## src/rtl/tmr_pkg.sv

```systemverilog
package tmr_pkg;
  typedef enum logic [1:0] {
    ADDR_CTRL = 2'd0,
    ADDR_RFSH = 2'd1,
    ADDR_GP   = 2'd2,
    ADDR_TICK = 2'd3
  } tmr_addr_e;

  localparam int unsigned NUM_TMR  = 3;
  localparam int unsigned IDX_RFSH = 0;
  localparam int unsigned IDX_GP   = 1;
  localparam int unsigned IDX_TICK = 2;
endpackage

```

## src/rtl/tmr_downcount.sv

```systemverilog
module tmr_downcount #(
  parameter int unsigned W = 16
) (
  input  logic         clk,
  input  logic         rst_n,
  input  logic         en_i,
  input  logic         load_i,
  input  logic [W-1:0] load_val_i,
  output logic [W-1:0] reload_o,
  output logic         tc_o
);
  logic [W-1:0] count_q, count_d;
  logic [W-1:0] reload_q, reload_d;
  logic         tc_q, tc_d;
  logic         running;

  assign running = en_i && (reload_q != '0);

  always_comb begin
    count_d  = count_q;
    reload_d = reload_q;
    tc_d     = 1'b0;
    if (load_i) begin
      reload_d = load_val_i;
      count_d  = load_val_i;
    end else if (running) begin
      if (count_q == '0) begin
        count_d = reload_q;
        tc_d    = 1'b1;
      end else begin
        count_d = count_q - 1'b1;
      end
    end
  end

  always_ff @(posedge clk or negedge rst_n) begin
    if (!rst_n) begin
      count_q  <= '0;
      reload_q <= '0;
      tc_q     <= 1'b0;
    end else begin
      count_q  <= count_d;
      reload_q <= reload_d;
      tc_q     <= tc_d;
    end
  end

  assign reload_o = reload_q;
  assign tc_o     = tc_q;

  // a terminal count never lasts two cycles
  p_tc_single_r4: assert property (@(posedge clk) disable iff (!rst_n)
    tc_q |=> !tc_q);
  // count restarts from the reload value on a terminal count
  p_reload_on_tc_r3: assert property (@(posedge clk) disable iff (!rst_n)
    tc_q |-> (count_q == reload_q));
  // a disabled timer holds its count
  p_frozen_when_off_r9: assert property (@(posedge clk) disable iff (!rst_n)
    (!en_i && !load_i) |=> $stable(count_q));
  // zero reload gives no terminal count
  p_zero_quiet_r8: assert property (@(posedge clk) disable iff (!rst_n)
    (reload_q == '0) |-> !tc_q);
endmodule

```

## src/rtl/tmr_refresh_req.sv

```systemverilog
module tmr_refresh_req (
  input  logic clk,
  input  logic rst_n,
  input  logic tc_i,
  input  logic ack_i,
  output logic req_o,
  output logic lost_o
);
  logic req_q, req_d;
  logic lost_q, lost_d;

  always_comb begin
    req_d  = req_q;
    lost_d = lost_q;
    if (ack_i) begin
      req_d  = tc_i;
      lost_d = 1'b0;
    end else if (tc_i) begin
      req_d  = 1'b1;
      lost_d = lost_q | req_q;
    end
  end

  always_ff @(posedge clk or negedge rst_n) begin
    if (!rst_n) begin
      req_q  <= 1'b0;
      lost_q <= 1'b0;
    end else begin
      req_q  <= req_d;
      lost_q <= lost_d;
    end
  end

  assign req_o  = req_q;
  assign lost_o = lost_q;

  // request held until acknowledged
  p_req_hold_r6: assert property (@(posedge clk) disable iff (!rst_n)
    (req_q && !ack_i) |=> req_q);
  // lost flag only with a pending request
  p_lost_needs_req_r7: assert property (@(posedge clk) disable iff (!rst_n)
    lost_q |-> req_q);
  // acknowledge without a new expiry clears both
  p_ack_clears_r7: assert property (@(posedge clk) disable iff (!rst_n)
    (ack_i && !tc_i) |=> (!req_q && !lost_q));
endmodule

```

## src/rtl/tmr_regs.sv

```systemverilog
module tmr_regs
  import tmr_pkg::*;
#(
  parameter int unsigned DATA_W = 16,
  parameter int unsigned RFSH_W = 16,
  parameter int unsigned GP_W   = 16,
  parameter int unsigned TICK_W = 8
) (
  input  logic               clk,
  input  logic               rst_n,
  input  logic               wr_i,
  input  logic [1:0]         addr_i,
  input  logic [DATA_W-1:0]  wdata_i,
  input  logic [RFSH_W-1:0]  reload_rfsh_i,
  input  logic [GP_W-1:0]    reload_gp_i,
  input  logic [TICK_W-1:0]  reload_tick_i,
  output logic [NUM_TMR-1:0] en_o,
  output logic [NUM_TMR-1:0] load_o,
  output logic [DATA_W-1:0]  rdata_o
);
  logic [NUM_TMR-1:0] en_q, en_d;
  logic               ctrl_wr;

  assign ctrl_wr = wr_i && (addr_i == ADDR_CTRL);

  for (genvar i = 0; i < NUM_TMR; i++) begin : g_load
    assign load_o[i] = wr_i && (addr_i == 2'(i + 1));
  end

  always_comb begin
    en_d = en_q;
    if (ctrl_wr) en_d = wdata_i[NUM_TMR-1:0];
  end

  always_ff @(posedge clk or negedge rst_n) begin
    if (!rst_n) en_q <= '0;
    else        en_q <= en_d;
  end

  always_comb begin
    case (addr_i)
      ADDR_CTRL: rdata_o = DATA_W'(en_q);
      ADDR_RFSH: rdata_o = DATA_W'(reload_rfsh_i);
      ADDR_GP:   rdata_o = DATA_W'(reload_gp_i);
      default:   rdata_o = DATA_W'(reload_tick_i);
    endcase
  end

  assign en_o = en_q;

  // enables change only on a control write
  p_ctrl_kept_r2: assert property (@(posedge clk) disable iff (!rst_n)
    !ctrl_wr |=> $stable(en_q));
endmodule

```

## src/rtl/sys_tick_timers.sv

```systemverilog
module sys_tick_timers
  import tmr_pkg::*;
#(
  parameter int unsigned DATA_W = 16,
  parameter int unsigned RFSH_W = 16,
  parameter int unsigned GP_W   = 16,
  parameter int unsigned TICK_W = 8
) (
  input  logic              clk,
  input  logic              rst_n,
  input  logic              reg_wr,
  input  logic [1:0]        reg_addr,
  input  logic [DATA_W-1:0] reg_wdata,
  output logic [DATA_W-1:0] reg_rdata,
  input  logic              refresh_ack,
  output logic              refresh_req,
  output logic              refresh_lost,
  output logic              irq_gp,
  output logic              irq_tick,
  output logic              tick_wave
);
  logic [NUM_TMR-1:0] en, load, tc;
  logic [RFSH_W-1:0]  reload_rfsh;
  logic [GP_W-1:0]    reload_gp;
  logic [TICK_W-1:0]  reload_tick;
  logic               wave_q, wave_d;

  tmr_regs #(.DATA_W(DATA_W), .RFSH_W(RFSH_W), .GP_W(GP_W), .TICK_W(TICK_W)) u_regs (
    .clk(clk), .rst_n(rst_n), .wr_i(reg_wr), .addr_i(reg_addr), .wdata_i(reg_wdata),
    .reload_rfsh_i(reload_rfsh), .reload_gp_i(reload_gp), .reload_tick_i(reload_tick),
    .en_o(en), .load_o(load), .rdata_o(reg_rdata)
  );

  tmr_downcount #(.W(RFSH_W)) u_rfsh (
    .clk(clk), .rst_n(rst_n), .en_i(en[IDX_RFSH]), .load_i(load[IDX_RFSH]),
    .load_val_i(reg_wdata[RFSH_W-1:0]), .reload_o(reload_rfsh), .tc_o(tc[IDX_RFSH])
  );

  tmr_downcount #(.W(GP_W)) u_gp (
    .clk(clk), .rst_n(rst_n), .en_i(en[IDX_GP]), .load_i(load[IDX_GP]),
    .load_val_i(reg_wdata[GP_W-1:0]), .reload_o(reload_gp), .tc_o(tc[IDX_GP])
  );

  tmr_downcount #(.W(TICK_W)) u_tick (
    .clk(clk), .rst_n(rst_n), .en_i(en[IDX_TICK]), .load_i(load[IDX_TICK]),
    .load_val_i(reg_wdata[TICK_W-1:0]), .reload_o(reload_tick), .tc_o(tc[IDX_TICK])
  );

  tmr_refresh_req u_req (
    .clk(clk), .rst_n(rst_n), .tc_i(tc[IDX_RFSH]), .ack_i(refresh_ack),
    .req_o(refresh_req), .lost_o(refresh_lost)
  );

  always_comb begin
    wave_d = wave_q;
    if (tc[IDX_TICK]) wave_d = ~wave_q;
  end

  always_ff @(posedge clk or negedge rst_n) begin
    if (!rst_n) wave_q <= 1'b0;
    else        wave_q <= wave_d;
  end

  assign irq_gp    = tc[IDX_GP];
  assign irq_tick  = tc[IDX_TICK];
  assign tick_wave = wave_q;

  // wave flips on the edge after each tick pulse
  p_wave_flip_r5: assert property (@(posedge clk) disable iff (!rst_n)
    irq_tick |=> (tick_wave != $past(tick_wave)));
  // wave holds when no tick pulse
  p_wave_hold_r5: assert property (@(posedge clk) disable iff (!rst_n)
    !irq_tick |=> $stable(tick_wave));
endmodule

```

## config.mk

```make
export PLATFORM = sky130hd
export DESIGN_NAME = sys_tick_timers
export DESIGN_NICKNAME = d
export VERILOG_FILES = /design/src/rtl/tmr_pkg.sv /design/src/rtl/tmr_downcount.sv /design/src/rtl/tmr_refresh_req.sv /design/src/rtl/tmr_regs.sv /design/src/rtl/sys_tick_timers.sv
export SDC_FILE = /design/constraint.sdc
export NUM_CORES = 1
export LEC_CHECK = 0
export ABC_AREA = 1
export BUFFER_PORTS_ARGS = -buffer_cell sky130_fd_sc_hd__buf_2
export CAP_MARGIN = 20
export CORE_MARGIN = 1
export CORE_UTILIZATION = 50
export CTS_BUF_LIST = sky130_fd_sc_hd__clkbuf_2 sky130_fd_sc_hd__clkbuf_4 sky130_fd_sc_hd__clkbuf_8
export CTS_CLUSTER_SIZE = 30
export DETAILED_ROUTE_END_ITERATION = 6
export PLACE_DENSITY_LB_ADDON = 0.12
export SETUP_SLACK_MARGIN = 0.1
export SLEW_MARGIN = 10
export SYNTH_ARGS = -nofsm -noshare
export SYNTH_HDL_FRONTEND = slang
export SYNTH_SLANG_ARGS = --single-unit
```

## constraint.sdc

```tcl
create_clock -name clk -period 3.76 [get_ports clk]
set_input_delay 0.376 -clock clk [delete_from_list [all_inputs] [get_ports clk]]
set_output_delay 0.376 -clock clk [all_outputs]
set_load 0.01 [all_outputs]
```

==> run metrics, run 1 <==
CTS Buffer Depth=2; Post-Synth Adder-Cell Area=1.318%; startpoint types=input pin; via count=5487; initial antenna violation count=0; Arrival @ worst endpoint=1570 ps; Total Power=4.089 mW; vias in the first global route=5266; CORE AREA=10980 sq um; power per cell area=660.7 nW/um^2; Final GP Congestion=0.9269; post-synthesis mux area share=0.5929%; Final Slew Violations=0; Post-Syn Instances=829; Buf/Inv on CP=4; initial DRC count=397; delay-heaviest family, CP=buffers and inverters; fin crit share=51.66%; Ys Warns=0; vias per cell=5.406; Clock Sink Count=89; Slew HR=46.87%; Crit-path slowest cell=clkinv_1; P_leak=3.276 nW; largest net degree at the start of global routing=77; post-route design area=6190 sq um; DRC=0; register bit total from synthesis=89; max incr delay on CP=310 ps; Post-DP Area=5992 sq um; Fmax achieved=514.9 MHz; sequential-to-total area share from yosys stat=39.09%; kind of critical path=in -> out; most common cell after layout, fill and taps aside=nand2_1; GRT Util Overall=28.89%; setup violators final=0; I/O pin total=43; P&R area growth vs syn=8.630%; clk_lat worst skew=380 ps; worst min-delay path category=in -> reg; Die Area=11830 sq um; most frequent cells in the layout=nand2_1 (253), nand3_1 (132), inv_1 (103), dfrtp_1 (89), nor2_1 (87); total CTS buffers=9; maximum level of the CTS H-tree=3; number of setup buffers added after CTS=0; largest family of logic cells by synthesized area=simple AND/OR/NAND/NOR gates; Synth Area in Simple Gates=41.72%; first-pass GRT wire length=26150 microns; global route total overflow=0; clk slew on worst S/H paths=90 ps; Most common cell on crit path=buf_2; maxcap violations=0; Synth cell types=33; Crit Path Max Fanout=10; Yosys top cell by area=dfrtp_1; Slew @ Worst Pin=796.1 ps; Avg Cell Area, Syn=6.873 sq um; NetSw=1.956 mW; die height=108.8 microns; Max VDD drop=0.3719 mV; post-synth top area share=39.09%; fin nets=899; Syn Nets=857; Pre-antenna DRT Iters=5; fin crit period=1942 ps; per-cell routed wire length=15.48 microns; RSZ-0062 raised after global routing=false; Die Wd=108.8 microns; number of rows in the core area=38; part of the power in combinational logic=47.1%; routed wire length=15710 microns; sequential power share=38.7%; share of cells above drive strength 1=12.34%; clock skew=9.688 ps; synth top area cells=dfrtp_1 (39%), nand2_1 (17%), nand3_1 (12%); ant diodes=0; Crit. End Element=primary output; CTS tree=built; final setup TNS=0 ps; critical-path cell list=buf_2, inv_2, nor2_4, clkinv_1, o22ai_1, a21oi_1, o21ai_0, buf_2; WP data required=3380 ps; P_int=2.133 mW; hold slack=198.1 ps; post-synthesis cell area=5698 sq um; power share of the clock group=14.3%; Port Buffers=42; Initial Util=51.88%; Detail Route Antenna Nets=0; Hold Vio Cnt, Final=0; CTS root buf=clkbuf_8; Compound-Gate Fraction of Synth Area=7.181%; HPWL Detailed=12020 microns; status=complete, no violations; switching share of power=47.84%; xor/xnor cell area share of the yosys netlist=0.9223%
## kinds of logic (layout without fill, tap and decap cells)
group           after synthesis  in the layout
simple gates                528            528
buf+inv                     124            170
flops                        89             89
compound gates               73             73
fa+ha+maj                     6              6
xor+xnor                      6              6
mux                           3              3
## stage by stage
| stage | setup slack [ps] | utilization, % | std cells |
|---|---|---|---|
| 3_5_place_dp | 1752 | 54.56 | 998 |
| 6_report | 1818 | 56.36 | 1015 |
| 5_1_grt | 1681 | 56.36 | 1015 |
| 3_3_place_gp | 1761 | 54.56 | 998 |
| 4_1_cts | 1805 | 56.02 | 1013 |
| 2_1_floorplan | 2283 | - | 829 |
## synth_stat cells, drive strengths merged
| library cell | n |
|---|---|
| o31ai | 1 |
| nand4 | 6 |
| nor2 | 109 |
| clkbuf | 1 |
| nand3b | 8 |
| nor3b | 1 |
| o211ai | 2 |
| ha | 6 |
| xor2 | 6 |
| nor3 | 4 |
| o21ai | 52 |
| clkinv | 2 |
| nand3 | 137 |
| mux2 | 3 |
| o221ai | 4 |
| o22ai | 10 |
| nand2 | 263 |
| buf | 14 |
| dfrtp | 89 |
| a21oi | 4 |
| inv | 107 |
## power groups by stage
stage	sequential (mW)	combinational, mW	clock (mW)
after floorplan	1.49	1.50	0
after global placement	1.59	1.87	0
after detailed placement	1.59	1.90	0
after CTS	1.57	1.91	0.597
after global routing	1.62	2.22	0.634
final	1.58	1.92	0.583
## worst register-to-register path: cells and delay by family, from the launching register on
family | cells | cell delay [ps]
flops | 1 | 390
buf+inv | 2 | 270
simple gates | 8 | 800
fa+ha+maj | 1 | 270
## worst paths after layout
path	start	to	slack, ps	cells after the start
setup / recovery	reg_addr[0]	reg_rdata[0]	1820	8
hold / removal	refresh_ack	u_req.lost_o$_DFFE_PN0P_	200	2
max in group asynchronous	rst_n	u_rfsh.count_q[7]$_DFFE_PN0P_	2490	4
setup reg to reg	u_gp.count_q[0]$_DFFE_PN0P_	u_gp.count_q[11]$_DFFE_PN0P_	1920	11
min in group asynchronous	rst_n	u_gp.count_q[13]$_DFFE_PN0P_	430	2
hold reg to reg	u_tick.tc_o$_DFF_PN0_	tick_wave$_DFFE_PN0P_	470	1
## flip-flops by register name, indices dropped and copies added (netlist names)
register         count
tick_wave            1
u_gp.count_q        16
u_gp.reload_o       16
u_gp.tc_o            1
u_regs.en_o          3
u_req.lost_o         1
u_req.req_o          1
u_rfsh.count_q      16
u_rfsh.reload_o     16
u_rfsh.tc_o          1
u_tick.count_q       8
u_tick.reload_o      8
u_tick.tc_o          1
## per-layer routing
layer / vias to the layer above / track usage (%) / part of all wire (%)
li1: 2734 / - / -
met1: 2578 / 39.38 / 46
met2: 153 / 46.70 / 47
met3: 22 / 4.722 / 5.1
met4: 0 / 9.653 / 1.7
met5: - / 0 / 0
## repair_timing
action | in CTS | in global routing
endpoints found under the hold margin | 0 | 18
gates resized for setup | 0 | 0
hold buffers | 0 | 1
setup endpoints to repair | 0 | 0
## cell type report
class	count	area, sq um
Multi-Input combinational cell	616	2948
Inverter	109	414.1
Timing Repair Buffer	46	265.3
Tap cell	140	175.2
Clock inverter	6	36.28
Fill cell	1113	4793
Clock buffer	9	123.9
Sequential cell	89	2227
Note: power is estimated with default switching activity, not from simulation.
==> inputs of run 2 (changes only) <==
- clock period: 3.76 -> 1.93 ns (I/O delays scaled with it)
==> run metrics, run 2 (synthesis gave the netlist of run 1 again) <==
number of rows in the core area=38 (unchanged); largest net degree at the start of global routing=41 (-47%); maxcap violations=0 (unchanged); Crit. End Element=flip-flop; delay-heaviest family, CP=simple AND/OR/NAND/NOR gates; routed wire length=15820 microns (+0.69%); footprint of the multi-input gates=2953 sq um (+0.17%); most common cell after layout, fill and taps aside=nand2_1; Port Buffers=42 (unchanged); initial antenna violation count=0 (unchanged); Worst Setup Slack post-DPL=239.2 ps (-1513 ps); Crit Path Max Fanout=5 (-5); switching share of power=46.23% (-1.6 points); GRT Util Overall=28.30% (-0.60 points); Core Util, Final=57.18% (+0.82 points); Die Area=11830 sq um (unchanged); post-route design area=6280 sq um (+1.5%); status=complete, no violations; CTS root buf=clkbuf_8; P_leak=3.324 nW (+1.5%); CTS Buffer Depth=2 (unchanged); kind of critical path=reg -> reg; total CTS buffers=9 (unchanged); Buf/Inv on CP=0 (-4); Pre-antenna DRT Iters=6 (+1); power per cell area=1322 nW/um^2 (+100%); most frequent cells in the layout=nand2_1 (253), nand3_1 (132), inv_1 (102), dfrtp_1 (89), nor2_1 (87); r2r startpoint=u_rfsh.count_q[6]$_DFFE_PN0P_; Arrival @ worst endpoint=1980 ps (+410 ps); initial DRC count=527 (+33%); CORE AREA=10980 sq um (unchanged); instance count on the critical path=7 (-1); sequential power share=37.1% (-1.6 points); part of the power in combinational logic=45.5% (-1.6 points); fin nets=903 (+0.44%); RSZ-0062 raised after global routing=true; fin crit period=1669 ps; WP data required=2240 ps (-1140 ps); DRC=0 (unchanged); clock skew=12.93 ps (+3.242 ps); Worst Setup SP=u_rfsh.count_q[6]$_DFFE_PN0P_; Fmax achieved=599.2 MHz; CTS tree=built; fin crit share=86.47%; Slew HR=61.30% (+14 points); Clock Sink Count=89 (unchanged); max incr delay on CP=450 ps (+140 ps); Hold Vio Cnt, Final=0 (unchanged); I/O pin total=43 (unchanged); worst min-delay path category=in -> reg; R2R Setup Slk=260 ps (-1660 ps); clk slew on worst S/H paths=90 ps (about the same); R2R depth=7 (-4); fillcell total=1040 (-6.6%); Die Wd=108.8 microns (unchanged); setup violators final=0 (unchanged); Initial Util=51.88% (unchanged); worst setup margin=261.2 ps (-1556 ps); HPWL Detailed=12320 microns (+2.6%); Final GP Congestion=0.9183 (-0.93%); number of setup buffers added after CTS=0 (unchanged); FF-to-FF End=u_rfsh.count_q[11]$_DFFE_PN0P_; Most common cell on crit path=nand2_1; ant diodes=0 (unchanged); Max VDD drop=0.5880 mV (+58%); power share of the clock group=17.4% (+3.1 points); NetSw=3.839 mW (+96%); CP Capture Point=u_rfsh.count_q[11]$_DFFE_PN0P_; Detail Route Antenna Nets=0 (unchanged); Crit-path slowest cell=dfrtp_1; global route total overflow=0 (unchanged); critical-path cell list=nor2_1, nand2_1, nor2_1, nand3_1, nand3_1, nand2_1, nand2_1; first-pass GRT wire length=25450 microns (-2.7%); storage element area=2227 sq um (unchanged); startpoint types=flip-flop; Total Power=8.304 mW (+100%); vias in the first global route=5124 (-2.7%); vias per cell=5.410 (about the same); maximum level of the CTS H-tree=3 (unchanged); share of cells above drive strength 1=12.95% (+0.61 points); final setup TNS=0 ps (unchanged); Slew @ Worst Pin=580.4 ps (-215.6 ps); Final Slew Violations=0 (unchanged); Post-DP Area=6042 sq um (+0.84%); clk_lat worst skew=380 ps (about the same); per-cell routed wire length=15.51 microns (+0.20%); P_int=4.465 mW (+110%); via count=5518 (+0.56%); die height=108.8 microns (unchanged); P&R area growth vs syn=10.21%
==> run 2: cell count changes in the layout (fill, tap and decap cells not counted), sizes merged <==
| cell | before | now |
|---|---|---|
| clkinvlp | 1 | 3 |
| buf | 45 | 49 |
| clkinv | 7 | 2 |
| inv | 107 | 108 |
| bufinv | 0 | 2 |
| clkbuf | 9 | 10 |
==> run 2: repair_timing <==
action                                  in CTS  in global routing
endpoints found under the hold margin       37                  0
gates resized for setup                      0                  2
hold buffers                                 1                  0
endpoints found under the setup margin       0                 12
==> run 2: stage by stage <==
step / hold slack, ps / cells
2_1_floorplan: -102.6 / 829
3_3_place_gp: 224.5 / 1003
3_5_place_dp: 215.5 / 1003
4_1_cts: 12.65 / 1020
5_1_grt: 13.70 / 1020
6_report: 28.59 / 1020
==> run 2: per-layer routing <==
layer,global-route usage [%],share of wire (%)
met2,46.88,49
met1,37.84,44
met3,4.603,5.3
met5,0,0
met4,8.880,1.3
==> run 2: power groups by stage <==
stage	combinational, mW	sequential (mW)	clock (mW)
floorplan	2.92	2.89	0
global placement	3.68	3.09	0
detailed placement	3.73	3.11	0
CTS	3.76	3.07	1.48
global route	4.29	3.16	1.55
finish	3.77	3.08	1.45
==> run 2: layout make-up <==
cell class	instances	area share (%)
multi-input cells	616	47.02
inverters	109	6.595
flip-flops and latches	89	35.47
clock buffers	10	2.092
well taps	140	2.789
repair buffers	50	4.583
clock inverters	6	1.454
==> run 2: how the worst min path moves through the flow <==
stage / cells after the start / from / slack [ps] / endpoint
after floorplan: 0 / rst_n / -100 / tick_wave$_DFFE_PN0P_
after global placement: 1 / rst_n / 220 / u_gp.count_q[11]$_DFFE_PN0P_
after detailed placement: 1 / rst_n / 220 / u_gp.count_q[11]$_DFFE_PN0P_
after CTS: 2 / refresh_ack / 10 / u_req.lost_o$_DFFE_PN0P_
after global routing: 2 / refresh_ack / 10 / u_req.lost_o$_DFFE_PN0P_
final: 2 / refresh_ack / 30 / u_req.lost_o$_DFFE_PN0P_
==> run 2: worst reg2reg max path: stages (launching register included) <==
cell	delay, ps
dfrtp_1	450
nor2_1	210
nand2_1	160
nor2_1	250
nand3_1	250
nand3_1	170
nand2_1	70
nand2_1	60
==> inputs of run 3 (changes only) <==
- CORE_ASPECT_RATIO: unset -> 1.4
- HOLD_SLACK_MARGIN: unset -> 0.12
==> run metrics, run 3 (synthesis gave the netlist of run 1 again) <==
status=complete, no violations; Die Area=11830 sq um (about the same); most common cell after layout, fill and taps aside=nand2_1; maximum level of the CTS H-tree=3 (unchanged); WP data required=2200 ps (-40 ps); total CTS buffers=9 (unchanged); CTS Buffer Depth=2 (unchanged); die height=128.3 microns (+18%); Hold EP=u_regs.en_o[0]$_DFFE_PN0P_; P_leak=3.367 nW (+1.3%); first-pass GRT wire length=26310 microns (+3.4%); critical-path cell list=inv_1, ha_1, nand3_1, nor2_2, nand2_2, nor2_1, nor2_1, nand2_1, nand2_1; largest net degree at the start of global routing=45 (+9.8%); CORE AREA=10980 sq um (about the same); most frequent cells in the layout=nand2_1 (252), nand3_1 (133), inv_1 (102), dfrtp_1 (89), nor2_1 (86); Crit Path Max Fanout=12 (+7); DRC=0 (unchanged); kind of critical path=reg -> reg; clk slew on worst S/H paths=90 ps (about the same); CTS tree=built; GRT Util Overall=28.38% (+0.088 points); Worst Setup Slack post-DPL=295.9 ps (+56.70 ps); Hold Crit Start=reg_wdata[0]; power per cell area=1285 nW/um^2 (-2.8%); final setup TNS=0 ps (unchanged); Max VDD drop=0.6547 mV (+11%); Slew @ Worst Pin=502.7 ps (-77.78 ps); initial antenna violation count=0 (unchanged); worst min-delay path category=in -> reg; FF-to-FF End=u_rfsh.count_q[8]$_DFFE_PN0P_; number of setup buffers added after CTS=0 (unchanged); dpl cells=1004 (+0.10%); share of cells above drive strength 1=12.96% (about the same); ant diodes=0 (unchanged); Core Util, Final=58.34% (+1.2 points); storage element area=2227 sq um (unchanged); Clock Sink Count=89 (unchanged); max incr delay on CP=390 ps (-60 ps); Slew HR=66.41% (+5.1 points); RSZ-0062 raised after global routing=false; global route total overflow=0 (unchanged); per-cell routed wire length=15.08 microns (-2.8%); setup violators final=0 (unchanged); Pre-antenna DRT Iters=5 (-1); clk_lat worst skew=380 ps (about the same); Crit-path slowest cell=dfrtp_1; Port Buffers=42 (unchanged); vias per cell=5.415 (about the same); R2R depth=9 (+2); Final Slew Violations=0 (unchanged); startpoint types=flip-flop; via count=5610 (+1.7%); fin crit period=1651 ps (-17.31 ps); maxcap violations=0 (unchanged); routed wire length=15620 microns (-1.2%); clock skew=12.66 ps (-0.2705 ps); fillcell total=1065 (+2.4%); Detail Route Antenna Nets=0 (unchanged); initial DRC count=397 (-25%); Hold Vio Cnt, Final=0 (unchanged); fin crit share=85.57% (-0.90 points); vias in the first global route=5495 (+7.2%); worst setup margin=278.5 ps (+17.31 ps); number of rows in the core area=45 (+18%); Crit. End Element=flip-flop; fin nets=918 (+1.7%); hold depth=2 (unchanged); HPWL Detailed=12290 microns (-0.28%); P&R area growth vs syn=12.41%; Fmax achieved=605.5 MHz (+1.0%); I/O pin total=43 (unchanged); R2R Setup Slk=280 ps (+20 ps); r2r startpoint=u_rfsh.count_q[0]$_DFFE_PN0P_; Arrival @ worst endpoint=1920 ps (-60 ps); Die Wd=92.22 microns (-15%); footprint of the multi-input gates=2958 sq um (+0.17%); Final GP Congestion=0.9382 (+2.2%); final std cells w/o fill=1036 (+1.6%); Initial Util=51.90% (about the same); CTS root buf=clkbuf_8
[run 3: cell count changes in the layout (fill, tap and decap cells not counted), moves of 2 or more]
cell	delta
clkinv_4	+2
clkinvlp_4	-2
dlygate4sd3_1	+14
nand2_2	+2
[run 3: layout make-up]
type	instances	share of cell area [%]
multi-input combinational	617	46.18
clock buffer	9	1.934
timing repair buffer	64	6.681
clock inverter	7	1.211
sequential	89	34.77
inverter	109	6.466
tap	141	2.754
[run 3: report_power, final]
| group | switching [mW] | total (mW) | internal [mW] |
|---|---|---|---|
| Clock | 0.713 | 1.32 | 0.609 |
| Combinational | 2.50 | 3.83 | 1.33 |
| Sequential | 0.672 | 3.08 | 2.41 |
[run 3: layer usage]
metal	track usage, %	vias up	part of all wire, %
li1	-	2778	-
met1	34.49	2638	43
met2	49.47	151	50
met3	3.855	43	3.3
met5	0	-	0
met4	13.79	0	3.7
[run 3: worst max-delay path by stage]
stage               slack, ps  cells past startpoint                        endpoint                     startpoint
floorplan                 450                      9   u_tick.count_q[0]$_DFFE_PN0P_  u_tick.count_q[0]$_DFFE_PN0P_
global placement          340                     11    u_gp.count_q[11]$_DFFE_PN0P_    u_gp.count_q[0]$_DFFE_PN0P_
detailed placement        300                     11    u_gp.count_q[15]$_DFFE_PN0P_    u_gp.count_q[0]$_DFFE_PN0P_
CTS                       270                      9  u_rfsh.count_q[14]$_DFFE_PN0P_  u_rfsh.count_q[0]$_DFFE_PN0P_
global route              110                     11    u_gp.count_q[15]$_DFFE_PN0P_    u_gp.count_q[0]$_DFFE_PN0P_
finish                    280                      9   u_rfsh.count_q[8]$_DFFE_PN0P_  u_rfsh.count_q[0]$_DFFE_PN0P_
[run 3: what timing repair did]
| action | in CTS | in global routing |
|---|---|---|
| endpoints found under the hold margin | 97 | 0 |
| gates resized for setup | 0 | 3 |
| hold buffers | 15 | 0 |
| setup endpoints to repair | 0 | 9 |
[run 3: metrics by stage]
step	power, mW	instance area [sq um]	hold slack, ps
3_5_place_dp	6.845	6043	135.7
4_1_cts	8.209	6395	126.5
2_1_floorplan	5.813	5698	-102.6
3_3_place_gp	6.757	6043	137.0
6_report	8.231	6405	147.2
5_1_grt	8.986	6405	144.6
[run 3: critical path: cells and delay by family (launching register included)]
kind / cells / cell delay, ps
fa+ha+maj: 1 / 220
buf+inv: 1 / 150
flops: 1 / 390
simple gates: 7 / 790
